`config.mk`:
```
export PLATFORM = sky130hd
export DESIGN_NAME = frac_clk_div
export DESIGN_NICKNAME = d
export VERILOG_FILES = /design/src/rtl/frac_clk_div_pkg.sv /design/src/rtl/fcd_regs.sv /design/src/rtl/fcd_phase.sv /design/src/rtl/fcd_companion.sv /design/src/rtl/frac_clk_div.sv
export SDC_FILE = /design/constraint.sdc
export NUM_CORES = 1
export LEC_CHECK = 0
export ABC_AREA = 1
export BUFFER_PORTS_ARGS = -buffer_cell sky130_fd_sc_hd__buf_2
export CAP_MARGIN = 5
export CORE_MARGIN = 3
export CORE_UTILIZATION = 30
export DETAILED_ROUTE_END_ITERATION = 7
export GPL_ROUTABILITY_DRIVEN = 0
export PLACE_DENSITY = 0.54
export SYNTH_ARGS = -nofsm -noshare
export SYNTH_HDL_FRONTEND = slang
export SYNTH_SLANG_ARGS = --single-unit
```
`constraint.sdc`:
```
create_clock -name clk -period 5.85 [get_ports clk]
set_input_delay 0.585 -clock clk [delete_from_list [all_inputs] [get_ports clk]]
set_output_delay 0.585 -clock clk [all_outputs]
set_load 0.02 [all_outputs]
```
`src/rtl/frac_clk_div_pkg.sv`:
```
package frac_clk_div_pkg;
  localparam int unsigned OFS_DIVISOR = 0;
  localparam int unsigned OFS_CONTROL = 4;
  localparam int unsigned N_COMPANION = 2;
endpackage

```
`src/rtl/fcd_regs.sv`:
```
module fcd_regs
  import frac_clk_div_pkg::*;
#(
  parameter int DIV_W  = 32,
  parameter int ADDR_W = 4
) (
  input  logic              clk,
  input  logic              rst_n,
  input  logic              wr_en,
  input  logic [ADDR_W-1:0] wr_addr,
  input  logic [DIV_W-1:0]  wr_data,
  input  logic [ADDR_W-1:0] rd_addr,
  output logic [DIV_W-1:0]  rd_data,
  output logic [DIV_W-1:0]  div_val,
  output logic              gate
);
  localparam logic [ADDR_W-1:0] A_DIV  = ADDR_W'(OFS_DIVISOR);
  localparam logic [ADDR_W-1:0] A_CTRL = ADDR_W'(OFS_CONTROL);

  always_ff @(posedge clk) begin
    if (!rst_n) begin
      div_val <= '0;
      gate    <= 1'b1;
    end else if (wr_en) begin
      if (wr_addr == A_DIV)  div_val <= wr_data;
      if (wr_addr == A_CTRL) gate    <= wr_data[0];
    end
  end

  always_comb begin
    if (rd_addr == A_DIV)       rd_data = div_val;
    else if (rd_addr == A_CTRL) rd_data = {{(DIV_W-1){1'b0}}, gate};
    else                        rd_data = '0;
  end
endmodule

```
`src/rtl/fcd_phase.sv`:
```
module fcd_phase #(
  parameter int DIV_W  = 32,
  parameter int FRAC_W = 27
) (
  input  logic             clk,
  input  logic             rst_n,
  input  logic             run,
  input  logic [DIV_W-1:0] div_val,
  output logic             bound,
  output logic             tick
);
  localparam int INT_W = DIV_W - FRAC_W;
  localparam int CNT_W = INT_W + 2;

  logic [FRAC_W-1:0] acc;
  logic [CNT_W-1:0]  cnt;
  logic [FRAC_W:0]   frac_sum;
  logic [CNT_W-1:0]  reload;

  // Fractional part accumulates; its carry stretches the period by one cycle.
  assign frac_sum = {1'b0, acc} + {1'b0, div_val[FRAC_W-1:0]};
  assign reload   = CNT_W'(1) + CNT_W'(div_val[DIV_W-1:FRAC_W]) + CNT_W'(frac_sum[FRAC_W]);
  assign bound    = run && (cnt == '0);

  always_ff @(posedge clk) begin
    if (!rst_n || !run) begin
      acc  <= '0;
      cnt  <= '0;
      tick <= 1'b0;
    end else if (cnt == '0) begin
      tick <= 1'b1;
      cnt  <= reload;
      acc  <= frac_sum[FRAC_W-1:0];
    end else begin
      tick <= 1'b0;
      cnt  <= cnt - CNT_W'(1);
    end
  end
endmodule

```
`src/rtl/fcd_companion.sv`:
```
module fcd_companion #(
  parameter int N_SUB = 2
) (
  input  logic             clk,
  input  logic             rst_n,
  input  logic             run,
  input  logic             bound,
  output logic [N_SUB-1:0] sub_tick
);
  logic [N_SUB-1:0] sub_cnt;

  always_ff @(posedge clk) begin
    if (!rst_n || !run)  sub_cnt <= '0;
    else if (bound)      sub_cnt <= sub_cnt + N_SUB'(1);
  end

  // Stage i fires when the low i+1 bits of the pulse index are zero (divide by 2^(i+1)).
  for (genvar i = 0; i < N_SUB; i++) begin : g_sub
    logic q;
    always_ff @(posedge clk) begin
      if (!rst_n || !run) q <= 1'b0;
      else                q <= bound && ~|sub_cnt[i:0];
    end
    assign sub_tick[i] = q;
  end
endmodule

```
`src/rtl/frac_clk_div.sv`:
```
module frac_clk_div
  import frac_clk_div_pkg::*;
#(
  parameter int DIV_W  = 32,
  parameter int FRAC_W = 27,
  parameter int ADDR_W = 4
) (
  input  logic              clk,
  input  logic              rst_n,
  input  logic              wr_en,
  input  logic [ADDR_W-1:0] wr_addr,
  input  logic [DIV_W-1:0]  wr_data,
  input  logic [ADDR_W-1:0] rd_addr,
  output logic [DIV_W-1:0]  rd_data,
  output logic              tick,
  output logic              tick_div2,
  output logic              tick_div4
);
  logic [DIV_W-1:0]       div_val;
  logic                   gate;
  logic                   bound;
  logic [N_COMPANION-1:0] sub_tick;

  fcd_regs #(.DIV_W(DIV_W), .ADDR_W(ADDR_W)) u_regs (
    .clk(clk), .rst_n(rst_n), .wr_en(wr_en), .wr_addr(wr_addr),
    .wr_data(wr_data), .rd_addr(rd_addr), .rd_data(rd_data),
    .div_val(div_val), .gate(gate)
  );

  fcd_phase #(.DIV_W(DIV_W), .FRAC_W(FRAC_W)) u_phase (
    .clk(clk), .rst_n(rst_n), .run(!gate), .div_val(div_val),
    .bound(bound), .tick(tick)
  );

  fcd_companion #(.N_SUB(N_COMPANION)) u_comp (
    .clk(clk), .rst_n(rst_n), .run(!gate), .bound(bound), .sub_tick(sub_tick)
  );

  assign tick_div2 = sub_tick[0];
  assign tick_div4 = sub_tick[1];
endmodule

```
==> flow_metrics.env <==
export IMPL_r2r_slack_ns=3.10
export IMPL_avgSynthCellArea_um2=6.14
export IMPL_final_cell_mix="210 x nand2_1, 151 x inv_1, 107 x nor2_1"
export IMPL_antenna_found_initial=0
export IMPL_min_to="u_phase.cnt[0]"
export IMPL_worst_slew_pin_slew_ns=1.13
export IMPL_holdBufCountCts=0
export IMPL_rr_worst_depth=16
export IMPL_dieHeight_um=135
export IMPL_die_area_um2=18200
export IMPL_mostFrequentLayoutCell="nand2_1"
export IMPL_insertion_delay_ns=0.35
export IMPL_peakVddDrop_mv=0.153
export IMPL_ant_nets=0
export IMPL_synthCells=814
export IMPL_critPathBufInv=1
export IMPL_tritoncts="done"
export IMPL_synth_top_area_frac=0.289
export IMPL_finClkSkew_ns=0.0105
export IMPL_wire_per_inst_um=12.5
export IMPL_via_per_inst=4.46
export IMPL_critPathCaptureType="register"
export IMPL_cts_max_level=3
export IMPL_setup_viol=0
export IMPL_firstDrtPassIters=4
export IMPL_grt_pass1_wl_um=23200
export IMPL_grt_ovfl_total=0
export IMPL_worstPathRequired_ns=6.09
export IMPL_core_rowCount=46
export IMPL_timing_critical_path_mode_cell="nand2_1"
export IMPL_critPathMaxStageDelay_ns=0.38
export IMPL_r2r_end="u_phase.cnt[4]"
export IMPL_setup_tns_ns=0
export IMPL_cp_start_kind="register"
export IMPL_synth_cell_types=32
export IMPL_coreArea_um2=16100
export IMPL_clkTransAtPathRegs_ns=0.06
export IMPL_path_class="register to register"
export IMPL_cts_buffer_depth=2
export IMPL_dp_cells=1088
export IMPL_syn_area_um2=4990
export IMPL_synth_area_leaders="dfxtp_1 29%, nand2_1 16%, inv_1 11%"
export IMPL_nets=959
export IMPL_portBuffers=77
export IMPL_cts_resized=0
export IMPL_num_antenna_cells=0
export IMPL_reg2reg_from="u_regs.div_val[8]"
export IMPL_slowest_stage="ha_1"
export IMPL_rsz0062_at_grt="no"
export IMPL_ys_warn_count=0
export IMPL_first_global_vias=4697
export IMPL_cts_setup_buffers=0
export IMPL_start_util=0.310
export IMPL_relSlewSlack=0.247
export IMPL_ios=78
export IMPL_critPathTopFamily="simple AND/OR/NAND/NOR gates"
export IMPL_hp_start="u_phase.cnt[0]"
export IMPL_syn_nets=890
export IMPL_cellPowerDensity_nw_per_um2=207
export IMPL_grtUsageTotal=0.160
export IMPL_seq_area_frac_synth=0.289
export IMPL_drc=0
export IMPL_wirelength_um=13800
export IMPL_fin_cells=1104
export IMPL_worstPathArrival_ns=2.99
export IMPL_status="finished clean"
export IMPL_drtIter0Drc=256
export IMPL_yosys_area_top_type="dfxtp_1"
export IMPL_hold_depth=1
export IMPL_fmax_mhz=364
export IMPL_grt_max_degree=45
export IMPL_via_count=4921
export IMPL_drive_gt1_frac=0.122
export IMPL_min_period_ns=2.75
export IMPL_path_cells="ha_1 > nand2_1 > nor2_1 > nand2_1 > nor2_1 > nand2_1 > nand3_1 > nand4_1 > nand3_1 > ha_1 > nand2_1 > nor3_1 > xnor2_1 > nand2_1 > nand3_1 > inv_1"
export IMPL_hpwl_um=10600
export IMPL_slew_viol_final=0
export IMPL_cts_buffers=9
export IMPL_dieWidth_um=135
export IMPL_cap_viol_max_count=0
export IMPL_hold_class="register to register"
export IMPL_leakagePower_nw=3.24
export IMPL_crit_cells=16
export IMPL_clock_sinks=72
export IMPL_crit_path_max_fanout=5
export IMPL_report_final_hold_viol_count=0
export IMPL_syn_to_final_growth_pct=18.4
export IMPL_root_buffer="clkbuf_16"
export IMPL_fin_crit_sh=0.469
export IMPL_ys_ff_latch=72
-- sequential cells by signal, summed over array words and instances, names as in the netlist --
register and cells:
u_phase.cnt 7, u_comp.g_sub.q 2, u_phase.tick 1, u_comp.sub_cnt 2
u_regs.gate 1, u_phase.acc 27, u_regs.div_val 32
-- Yosys cell counts --
cell type,count
nand2_1,210
inv_1,151
nor2_1,107
dfxtp_1,72
a21oi_1,60
nand3_1,60
o21ai_0,41
ha_1,32
clkbuf_1,12
xor2_1,10
nand4_1,8
xnor2_1,7
o21ai_1,6
a211oi_2,4
buf_4,4
nor3_1,4
a21o_1,3
inv_2,3
nand3b_1,3
and2_1,2
buf_1,2
buf_6,2
or2_2,2
fa_1,1
mux2i_1,1
nand2_2,1
nand3b_2,1
nor2_4,1
nor2_8,1
nor3b_2,1
o21bai_1,1
o22ai_1,1
-- power by group --
part / leakage [nW] / total, mW / internal, mW / switching [mW]
registers: 0.581 / 0.499 / 0.496 / 0.00373
logic: 2.49 / 0.0576 / 0.0237 / 0.0339
clock network: 0.173 / 0.669 / 0.442 / 0.227
total: 3.24 / 1.23 / 0.961 / 0.265
-- cell families after synthesis --
kind of cell	share of synthesized area
buffers and inverters	0.137
XOR/XNOR	0.0298
AO/OA/AOI/OAI	0.125
multiplexers	0.00200
AND/OR/NAND/NOR	0.334
flip-flops	0.289
adder cells (fa/ha/maj)	0.0842
-- cell type report --
cell class / count / area, µm²
fillers: 1818 / 10200
multi-input cells: 568 / 2880
flip-flops and latches: 72 / 1440
inverters: 154 / 578
repair buffers: 78 / 393
well taps: 216 / 270
clock buffers: 12 / 256
clock inverters: 4 / 98.8
-- layer usage --
metal / wire length (µm) / global-route usage
met1: 6980 / 0.221
met2: 5980 / 0.247
met3: 625 / 0.0343
met4: 249 / 0.0554
met5: 0 / 0
-- metrics by stage --
| stage | instance area, µm² | setup slack, ns | power [mW] | util | hold slack (ns) |
|---|---|---|---|---|---|
| after floorplan | 4990 | 3.56 | 0.543 | - | 0.426 |
| after global placement | 5560 | 3.13 | 0.568 | 0.345 | 0.449 |
| after detailed placement | 5560 | 3.14 | 0.568 | 0.345 | 0.452 |
| after CTS | 5910 | 3.11 | 1.24 | 0.367 | 0.456 |
| after global routing | 5910 | 2.67 | 1.26 | 0.367 | 0.481 |
| final | 5910 | 3.10 | 1.23 | 0.367 | 0.455 |
-- worst max path at each step --
stage / start / to
after global placement: u_regs.div_val[8] / u_phase.cnt[4]
after global routing: u_regs.div_val[8] / u_phase.cnt[5]
final: u_regs.div_val[8] / u_phase.cnt[4]
after floorplan: u_regs.div_val[2] / u_phase.cnt[1]
after CTS: u_regs.div_val[10] / u_phase.cnt[4]
after detailed placement: u_regs.div_val[10] / u_phase.cnt[4]
Note: power is estimated with default switching activity, not from simulation.
